`src/rtl/wnb_pkg.sv`:
```
package wnb_pkg;
  typedef struct packed {
    logic latch;    // capture host request, load lane mask, clear read word
    logic pick;     // take lowest pending unit as current
    logic capture;  // store peripheral read data for current unit
  } wnbCtl_t;

  typedef enum logic [2:0] {
    SEQ_IDLE, SEQ_PICK, SEQ_ALE, SEQ_STROBE, SEQ_RECOVER
  } wnbSeq_t;
endpackage

```
`src/rtl/wnb_ctrl.sv`:
```
module wnb_ctrl import wnb_pkg::*; #(
  parameter int STRB_W = 4
) (
  input  logic              clk,
  input  logic              rstN,
  input  logic              hostReq,
  input  logic              delayEn,
  input  logic [STRB_W-1:0] cfgStrobeClks,
  input  logic              reqMatch,
  input  logic              maskEmpty,
  input  logic              reqIsIo,
  input  logic              reqWrite,
  output wnbCtl_t           ctl,
  output logic              hostTrdyN,
  output logic              hostStopN,
  output logic              perAle,
  output logic              perMemRdN,
  output logic              perMemWrN,
  output logic              perIoRdN,
  output logic              perIoWrN
);
  wnbSeq_t seqQ;
  logic [STRB_W-1:0] cntQ;
  logic pendingQ, readyQ, trdyQ, stopQ;
  logic responding, accept, complete, retry, seqDone;

  assign responding = trdyQ | stopQ;
  assign accept     = hostReq & ~responding & ~pendingQ;
  assign complete   = hostReq & ~responding & pendingQ & readyQ & reqMatch;
  assign retry      = hostReq & ~responding & delayEn & ~complete;
  assign seqDone    = (seqQ == SEQ_PICK) & maskEmpty;

  always_comb begin
    ctl.latch   = accept;
    ctl.pick    = (seqQ == SEQ_PICK) & ~maskEmpty;
    ctl.capture = (seqQ == SEQ_STROBE) & (cntQ == '0);
  end

  always_ff @(posedge clk) begin
    if (!rstN) begin
      pendingQ <= 1'b0;
      readyQ   <= 1'b0;
      trdyQ    <= 1'b0;
      stopQ    <= 1'b0;
    end else begin
      trdyQ <= complete;
      stopQ <= retry;
      if (accept)        pendingQ <= 1'b1;
      else if (complete) pendingQ <= 1'b0;
      if (accept || complete) readyQ <= 1'b0;
      else if (seqDone)       readyQ <= 1'b1;
    end
  end

  always_ff @(posedge clk) begin
    if (!rstN) begin
      seqQ <= SEQ_IDLE;
      cntQ <= '0;
    end else begin
      unique case (seqQ)
        SEQ_IDLE:    if (accept) seqQ <= SEQ_PICK;
        SEQ_PICK:    seqQ <= maskEmpty ? SEQ_IDLE : SEQ_ALE;
        SEQ_ALE: begin
          cntQ <= (cfgStrobeClks == '0) ? '0 : cfgStrobeClks - 1'b1;
          seqQ <= SEQ_STROBE;
        end
        SEQ_STROBE: begin
          if (cntQ == '0) seqQ <= SEQ_RECOVER;
          else            cntQ <= cntQ - 1'b1;
        end
        SEQ_RECOVER: seqQ <= SEQ_PICK;
        default:     seqQ <= SEQ_IDLE;
      endcase
    end
  end

  logic strobeOn;
  assign strobeOn  = (seqQ == SEQ_STROBE);
  assign perAle    = (seqQ == SEQ_ALE);
  assign perMemRdN = ~(strobeOn & ~reqIsIo & ~reqWrite);
  assign perMemWrN = ~(strobeOn & ~reqIsIo &  reqWrite);
  assign perIoRdN  = ~(strobeOn &  reqIsIo & ~reqWrite);
  assign perIoWrN  = ~(strobeOn &  reqIsIo &  reqWrite);
  assign hostTrdyN = ~trdyQ;
  assign hostStopN = ~stopQ;

  logic anyStrobe;
  assign anyStrobe = ~(perMemRdN & perMemWrN & perIoRdN & perIoWrN);

  assert_resp_exclusive_R12: assert property (@(posedge clk) disable iff (!rstN)
    hostTrdyN || hostStopN);
  assert_trdy_pulse_R12: assert property (@(posedge clk) disable iff (!rstN)
    !hostTrdyN |=> hostTrdyN);
  assert_stop_pulse_R12: assert property (@(posedge clk) disable iff (!rstN)
    !hostStopN |=> hostStopN);
  assert_no_stop_blocking_R10: assert property (@(posedge clk) disable iff (!rstN)
    !$past(delayEn) |-> hostStopN);
  assert_one_strobe_R6: assert property (@(posedge clk) disable iff (!rstN)
    $onehot0({~perMemRdN, ~perMemWrN, ~perIoRdN, ~perIoWrN}));
  assert_ale_then_strobe_R5: assert property (@(posedge clk) disable iff (!rstN)
    perAle |=> (anyStrobe && !perAle));
  assert_recover_gap_R5: assert property (@(posedge clk) disable iff (!rstN)
    $fell(anyStrobe) |-> !perAle);
  assert_trdy_after_cycles_R3: assert property (@(posedge clk) disable iff (!rstN)
    !hostTrdyN |-> (!anyStrobe && !perAle));
endmodule

```
`src/rtl/wnb_datapath.sv`:
```
module wnb_datapath import wnb_pkg::*; #(
  parameter int HOST_W = 32,
  parameter int PER_W  = 16,
  parameter int ADDR_W = 24,
  localparam int LANES = HOST_W / 8,
  localparam int LB    = $clog2(LANES),
  localparam int WL    = PER_W / 8
) (
  input  logic              clk,
  input  logic              rstN,
  input  wnbCtl_t           ctl,
  input  logic [HOST_W-1:0] hostAddr,
  input  logic              hostIsIo,
  input  logic              hostWrite,
  input  logic [LANES-1:0]  hostBeN,
  input  logic [HOST_W-1:0] hostWdata,
  input  logic              periphIs16,
  input  logic [PER_W-1:0]  perRdata,
  output logic [HOST_W-1:0] hostRdata,
  output logic [ADDR_W-1:0] perAddr,
  output logic [PER_W-1:0]  perWdata,
  output logic              reqMatch,
  output logic              maskEmpty,
  output logic              reqIsIo,
  output logic              reqWrite
);
  logic [ADDR_W-1:0] reqAddr;
  logic [LANES-1:0]  reqBeN, laneMask, wideMask;
  logic [HOST_W-1:0] reqWdata, rdataQ;
  logic              reqWide;
  logic [LB-1:0]     curIdx, pickIdx;

  always_comb begin
    wideMask = '0;
    for (int h = 0; h < LANES / WL; h++)
      wideMask[h] = ~&hostBeN[h*WL +: WL];
  end

  always_comb begin
    pickIdx = '0;
    for (int i = LANES - 1; i >= 0; i--)
      if (laneMask[i]) pickIdx = LB'(i);
  end

  always_ff @(posedge clk) begin
    if (!rstN) begin
      reqAddr  <= '0;
      reqIsIo  <= 1'b0;
      reqWrite <= 1'b0;
      reqBeN   <= '1;
      reqWdata <= '0;
      reqWide  <= 1'b0;
      laneMask <= '0;
      curIdx   <= '0;
      rdataQ   <= '0;
    end else begin
      if (ctl.latch) begin
        reqAddr  <= hostAddr[ADDR_W-1:0];
        reqIsIo  <= hostIsIo;
        reqWrite <= hostWrite;
        reqBeN   <= hostBeN;
        reqWdata <= hostWdata;
        reqWide  <= periphIs16;
        laneMask <= periphIs16 ? wideMask : ~hostBeN;
        rdataQ   <= '0;
      end
      if (ctl.pick) begin
        curIdx           <= pickIdx;
        laneMask[pickIdx] <= 1'b0;
      end
      if (ctl.capture) begin
        if (reqWide) rdataQ[int'(curIdx)*PER_W +: PER_W] <= perRdata;
        else         rdataQ[int'(curIdx)*8 +: 8]         <= perRdata[7:0];
      end
    end
  end

  logic [LB:0] offset;
  assign offset    = reqWide ? (LB+1)'(int'(curIdx) * WL) : {1'b0, curIdx};
  assign perAddr   = {reqAddr[ADDR_W-1:LB], LB'(0)} | ADDR_W'(offset);
  assign perWdata  = reqWide ? reqWdata[int'(curIdx)*PER_W +: PER_W]
                             : PER_W'(reqWdata[int'(curIdx)*8 +: 8]);
  assign hostRdata = rdataQ;
  assign maskEmpty = ~|laneMask;
  assign reqMatch  = (hostAddr[ADDR_W-1:0] == reqAddr) && (hostIsIo == reqIsIo) &&
                     (hostWrite == reqWrite) && (hostBeN == reqBeN);

  assert_pick_live_R9: assert property (@(posedge clk) disable iff (!rstN)
    ctl.pick |-> !maskEmpty);
  assert_pick_clears_R9: assert property (@(posedge clk) disable iff (!rstN)
    (ctl.pick && !ctl.latch) |=> ($countones(laneMask) == $countones($past(laneMask)) - 1));
endmodule

```
`src/rtl/wide_narrow_bridge.sv`:
```
module wide_narrow_bridge import wnb_pkg::*; #(
  parameter int HOST_W = 32,
  parameter int PER_W  = 16,
  parameter int ADDR_W = 24,
  parameter int STRB_W = 4
) (
  input  logic              clk,
  input  logic              rstN,
  input  logic              delayEn,
  input  logic              periphIs16,
  input  logic [STRB_W-1:0] cfgStrobeClks,
  input  logic              hostFrameN,
  input  logic              hostIrdyN,
  input  logic              hostIsIo,
  input  logic              hostWrite,
  input  logic [HOST_W-1:0] hostAddr,
  input  logic [HOST_W/8-1:0] hostBeN,
  input  logic [HOST_W-1:0] hostWdata,
  output logic [HOST_W-1:0] hostRdata,
  output logic              hostTrdyN,
  output logic              hostStopN,
  output logic [ADDR_W-1:0] perAddr,
  output logic              perAle,
  output logic              perMemRdN,
  output logic              perMemWrN,
  output logic              perIoRdN,
  output logic              perIoWrN,
  output logic [PER_W-1:0]  perWdata,
  input  logic [PER_W-1:0]  perRdata
);
  wnbCtl_t ctl;
  logic reqMatch, maskEmpty, reqIsIo, reqWrite, hostReq;

  assign hostReq = ~hostFrameN & ~hostIrdyN;

  wnb_ctrl #(.STRB_W(STRB_W)) u_ctrl (
    .clk, .rstN, .hostReq, .delayEn, .cfgStrobeClks, .reqMatch, .maskEmpty,
    .reqIsIo, .reqWrite, .ctl, .hostTrdyN, .hostStopN, .perAle,
    .perMemRdN, .perMemWrN, .perIoRdN, .perIoWrN
  );

  wnb_datapath #(.HOST_W(HOST_W), .PER_W(PER_W), .ADDR_W(ADDR_W)) u_dp (
    .clk, .rstN, .ctl, .hostAddr, .hostIsIo, .hostWrite, .hostBeN, .hostWdata,
    .periphIs16, .perRdata, .hostRdata, .perAddr, .perWdata, .reqMatch,
    .maskEmpty, .reqIsIo, .reqWrite
  );

  logic strobeAny;
  assign strobeAny = ~(perMemRdN & perMemWrN & perIoRdN & perIoWrN);

  assert_addr_hold_R4: assert property (@(posedge clk) disable iff (!rstN)
    (strobeAny && $past(strobeAny)) |-> $stable(perAddr));
endmodule

```
`config.mk`:
```
export PLATFORM = sky130hd
export DESIGN_NAME = wide_narrow_bridge
export DESIGN_NICKNAME = d
export VERILOG_FILES = /design/src/rtl/wnb_pkg.sv /design/src/rtl/wnb_ctrl.sv /design/src/rtl/wnb_datapath.sv /design/src/rtl/wide_narrow_bridge.sv
export SDC_FILE = /design/constraint.sdc
export NUM_CORES = 1
export LEC_CHECK = 0
export ABC_AREA = 1
export CORE_MARGIN = 2
export CORE_UTILIZATION = 25
export CTS_CLUSTER_DIAMETER = 60
export DETAILED_ROUTE_END_ITERATION = 7
export DONT_BUFFER_PORTS = 1
export GPL_TIMING_DRIVEN = 0
export SLEW_MARGIN = 5
export SYNTH_ARGS = -nofsm -noshare
export SYNTH_HDL_FRONTEND = slang
export SYNTH_SLANG_ARGS = --single-unit
```
`constraint.sdc`:
```
create_clock -name clk -period 2.7 [get_ports clk]
set_input_delay 0 -clock clk [delete_from_list [all_inputs] [get_ports clk]]
set_output_delay 0 -clock clk [all_outputs]
set_load 0.01 [all_outputs]
```
---- After elaboration in Yosys (flattened, before gate mapping) ----
Cells that the tools add are included.
operators by class
  $add $sub $neg .......................... 4
  multiply operators ...................... 0
  divide/modulo/power cells ............... 0
  magnitude comparators ................... 2
  equality and inequality tests ........... 11
  shift operators ......................... 6
  mux-type cells .......................... 27
  bitwise logic cells ..................... 36
  reductions and logical operators ........ 19
operator list
  kind                      number
  $mux 32                   4
  $bwmux 32                 2
  $neg 5->33                1
  $neg 6->33                1
  $shift 16x33->32 const A  1
  $shift 8x33->32 const A   1
  $shiftx 16x33->32         1
  $shiftx 8x33->32          1
  $shiftx 32x6->8           1
  $shiftx 32x7->16          1
  $eq 24x24->1              1
  $mux 4                    6
  $or 24x3->24              1
  $and 1x1->1               17
  $mux 16                   1
  $pmux 3 s5                1
  $not 1->1                 14
  $mux 2                    5
  $mux 3                    3
  $logic_not 4->1           2
  $not 4->4                 2
  $pmux 4 s2                1
  $reduce_and 2->1          4
  $sub 4x1->4 const B       2
  other kinds (20)          31
storage, ports and cells
  flip-flop bits (word level) ............. 112
  latch bits .............................. 0
  memory bits (writable) .................. 0
  memory bits (read-only) ................. 0
  bits of input ports ..................... 96
  output and inout port bits .............. 79
  logic and storage cells ................. 120
  memories kept ........................... 0

---- Depth between registers and ports, before layout ----
  depth after elaboration ................. 11
  gate-level depth with buffers ........... 11
  gate-level depth less buffers ........... 11

---- By module ----
Synthesis repeated with hierarchy kept, for this count alone.
second synthesis, totals
  cells, all modules ...................... 965
  area total of the unflattened synthesis .. 6162.2 um^2
modules (own cells, without submodules)
  module              instances  cells an instance  area each (um^2)  seq. area each (um^2)
  wnb_datapath        1          862                5487.8            2021.9
  wnb_ctrl            1          102                670.6             220.2
  wide_narrow_bridge  1          1                  3.8               0.0

---- Worst setup path before layout ----
OpenSTA, ideal clock, no wires.
  path type ............................... flip-flop to flip-flop
  start point ............................. register u_dp.curIdx[0]
  end point ............................... register u_dp.rdataQ[24] (netlist: u_dp.hostRdata[24])
  library setup time ...................... 0.060 ns
  arrival time ............................ 2.064 ns
  data required time ...................... 2.640 ns
  path slack .............................. 0.575 ns
  cell stages (with the launch flop) ...... 12
  buffers on the path ..................... 3
  clock period less this slack ............ 2.125 ns
  cells stage by stage .................... dfxtp_1 buf_4 inv_2 buf_4 buf_2 ha_1 nand2_2 nor3_4 inv_2 o32ai_1 nand2_1 nand2_1
between the ends
  longest elaborated chain between the ends .. 5
  elaborated cells on any way between the ends .. 10
  classes of those cells .................. add/sub: 2; shift: 4; mux: 4
RTL lines
  what                                             RTL line                                text
  start, declared                                  wnb_datapath.sv:31                      logic [LB-1:0] curIdx, pickIdx;
  start signal, assigned                           wnb_datapath.sv:68                      curIdx <= pickIdx;
  $neg 6->33 / $neg 5->33 (equally long branches)  wnb_datapath.sv:72, wnb_datapath.sv:73
  $shiftx 16x33->32, or another cell as far along  wnb_datapath.sv:72                      if (reqWide) rdataQ[int'(curIdx)*PER_W +: PER_W] <= perRdata;
  $bwmux 32, on equally long branches              wnb_datapath.sv:72, wnb_datapath.sv:73
  $mux 32 *                                        wnb_datapath.sv:72
  $mux 32 *                                        wnb_datapath.sv:71                      if (ctl.capture) begin
  end signal, assigned by index                    wnb_datapath.sv:72
  end signal, assigned by index                    wnb_datapath.sv:73                      else rdataQ[int'(curIdx)*8 +: 8] <= perRdata[7:0];
  end, declared                                    wnb_datapath.sv:29                      logic [HOST_W-1:0] reqWdata, rdataQ;
Every way passes the cells marked *; elsewhere a longest branch is shown, timed or not.
A chain may end at the register's enable or synchronous reset.

---- Worst setup path after layout ----
  start point ............................. register u_dp.curIdx[0]
  end point ............................... register u_dp.rdataQ[18] (netlist: u_dp.hostRdata[18])
Same word-level chain as after synthesis.

==> flow_summary.yaml <==
synthesis:
  synth_nets: 945
  synth_top_area_share_pct: 39.1
  synth_seq_area_share_pct: 39.1
  synth.most_common_cell: "nand2_1"
  syn-mean-instance-area_um2: 6.81
  ys_top_cells_by_area: "dfxtp_1 (39%), nand2_1 (13%), o21ai_0 (8.0%), nor2_1 (6.4%), inv_1 (5.6%)"
  yosys_warnings: 0
  synthFlopType: "dfxtp_1"
  async_flop_share_pct: 0
  netlist_area_um2: 5730
  synth-seq-cells: 112
  synth_cell_types: 35
  synth-edff-count: 0
  synthTopCellsByCount: "nand2_1 (198), dfxtp_1 (112), nor2_1 (98)"
  synth_cells: 842
  yosysTopAreaCell: "dfxtp_1"
critical_path:
  cp-start-kind: "register"
  reg2regPathDepth: 12
  arrival_ps: 2800
  critPathRequiredTime_ps: 2980
  path_cells: "buf_4 > inv_2 > buf_4 > buf_2 > ha_2 > nand2_2 > nor3_4 > buf_4 > nand2_1 > nand2_1 > nand3_1 > a21oi_1"
  crit_path_max_incr_delay_ps: 430
  endpoint: "u_dp.hostRdata[18]"
  crit_start: "u_dp.curIdx[0]"
  worst-path-stages: 12
  r2r_setup_slack_ps: 180
  crit_type: "reg -> reg"
  slowest_stage: "ha_2"
  path_max_fanout: 12
  crit_top_cell: "buf_4"
  crit_path_end_kind: "register"
  crit_buf_inv: 5
  r2r_end: "u_dp.hostRdata[18]"
  r2r_start: "u_dp.curIdx[0]"
  crit_family: "buffers and inverters"
pwr:
  seq_power_share_pct: 48.0
  power.density_nw_per_um2: 519
  p_switching_mw: 1.13
  sw_frac_of_total_pct: 30.1
  comb_power_share_pct: 17.7
  internal_power_mw: 2.63
  p_leak_nw: 3.07
  power.share.clock_pct: 34.4
  peakVddDrop_mv: 0.251
sta:
  max_freq_mhz: 398
  period_share_pct: 93.2
  drv_slew: 0
  fin_crit_ps: 2520
  skew_ps: 7.05
  max-slew-margin-rel_pct: 56.4
  hold_slack_ps: 28.2
  final-hold-violation-count: 0
  tightest_slew_ps: 650
  rsz0062_at_grt: "false"
  setup_viol: 0
  fin_tns_setup_ps: 0
floorplan:
  die_area_um2: 24200
  fp-row-count: 55
  core_area_um2: 22600
  fp.dieW_um: 155
  die_h_um: 155
  pin_count: 175
  initial_utilization_pct: 25.4
grt:
  track_usage_pct: 16.5
  grt_pass1_wl_um: 31200
  antenna_found_initial: 1
  grt.overflow.total: 0
  grt_max_degree: 19
  grt_pass1_vias: 5645
clock_network:
  clockRootBuffer: "clkbuf_16"
  clk_pin_slew_worst_paths_ps: 80
  cts_tree: "yes"
  cts.path.max_buffers: 2
  worstSkewPairLatency_ps: 350
  cts_sinks: 112
  h-tree-depth: 3
  cts_buffers: 9
layout:
  fin_cells: 1231
  drive_gt1_share_pct: 7.94
  multiInputGateArea_um2: 2830
  fin_nets: 1043
  area_delta_synth_final_pct: 26.2
  register_area_um2: 2240
  fillers: 2474
  design_area_um2: 7240
placed_design:
  io_buffers: 0
  placed_area_um2: 6090
  routabilityCongestion: 0.890
  dp.cells: 1127
  dp_hpwl_um: 15000
detailed_routing:
  antenna_left: 0
  via_per_inst: 4.76
  first_pass_iters: 5
  routedWlPerCell_um: 16.4
  vias: 5865
  initialDrtViolationCount: 400
  drt_drc_violations_left: 0
  routed_wl_um: 20100
min_path:
  hold_path_class: "in -> reg"
run:
  max-cap-violations: 0
run_status:
  status: "complete, no violations"
-- timing repair --
| action | in CTS | in global routing |
|---|---|---|
| resized for setup | 1 | 3 |
| hold buffers | 84 | 0 |
| setup buffers | 0 | 3 |
| endpoints found under the setup margin | 1 | 18 |
| endpoints found under the hold margin | 101 | 0 |
| pin swaps | 0 | 1 |
-- cell type report --
class	instances	share of cell area, %
antenna	1	0.0346
buffer	58	4.44
clock buffer	9	3.11
clock inverter	7	0.640
inverter	92	4.82
multi-input combinational	580	39.1
sequential	112	31.0
tap	285	4.93
timing repair buffer	87	11.9
-- state kept, by name, indices dropped and copies added, names as in the netlist --
register	count
u_dp.reqBeN	4
u_dp.reqWide	1
u_dp.reqWdata	32
u_ctrl.stopQ	1
u_dp.reqWrite	1
u_dp.reqAddr	24
u_ctrl.cntQ	4
u_dp.curIdx	2
u_dp.laneMask	4
u_ctrl.seqQ	3
u_dp.hostRdata	32
u_ctrl.pendingQ	1
u_dp.reqIsIo	1
u_ctrl.trdyQ	1
u_ctrl.readyQ	1
-- per-stage QoR --
step	total power, mW	worst slack (ps)	utilization, %
floorplan	2.24	575	-
global placement	2.39	-0.721	27.0
detailed placement	2.39	1.94	27.0
CTS	3.81	51.9	31.9
global route	3.96	21.4	32.1
finish	3.76	184	32.1
-- power groups by stage --
stage / Sequential, mW / Clock [mW] / Combinational, mW
finish: 1.80 / 1.29 / 0.664
global route: 1.81 / 1.40 / 0.741
CTS: 1.80 / 1.34 / 0.664
detailed placement: 1.84 / 0 / 0.554
global placement: 1.84 / 0 / 0.547
floorplan: 1.82 / 0 / 0.419
-- worst min-delay path, delay by kind of cell --
family	cells	cell delay [ps]
AND/OR/NAND/NOR	2	190
AO/OA/AOI/OAI	2	140
-- cell families (layout without fill, tap and decap cells) --
family	after synthesis	after routing	share of synthesized area, %
adders and majority gates	7	7	1.53
DFF	112	112	39.1
AOI/OAI and AO/OA	205	205	19.8
buffers and inverters	150	253	11.6
xor gates and xnor gates	11	11	1.68
other	0	1	0
and+or+nand+nor	357	357	26.3
-- cells in the final DEF (no fill, tap or decap), types with 9 or more instances in the layout --
master	netlist	layout
a21oi_1	60	60
buf_4	25	28
clkbuf_1	25	24
clkbuf_16	0	9
dfxtp_1	112	111
dlygate4sd3_1	0	84
inv_1	86	86
nand2_1	198	198
nand3_1	41	41
nor2_1	98	98
o21ai_0	92	92
o22ai_1	22	22
o31ai_1	10	10
xnor2_1	10	10
-- metal layers --
layer	track usage [%]	vias to the layer above	part of all wire, %
met5	0	-	0
li1	-	2933	-
met1	21.4	2719	46
met3	3.98	29	5.9
met4	5.37	0	2.3
met2	27.1	184	46
-- worst min-delay path by stage --
| stage | startpoint | slack [ps] | to | cells past startpoint |
|---|---|---|---|---|
| finish | cfgStrobeClks[3] | 30 | u_ctrl.cntQ[1] | 4 |
| detailed placement | hostBeN[1] | 140 | u_dp.reqBeN[1] | 2 |
| global placement | hostBeN[1] | 130 | u_dp.reqBeN[1] | 2 |
| floorplan | hostBeN[1] | 130 | u_dp.reqBeN[1] | 2 |
| CTS | cfgStrobeClks[3] | 20 | u_ctrl.cntQ[1] | 4 |
| global route | cfgStrobeClks[3] | 70 | u_ctrl.cntQ[1] | 4 |
No activity file was read; power rests on OpenSTA's default activity.
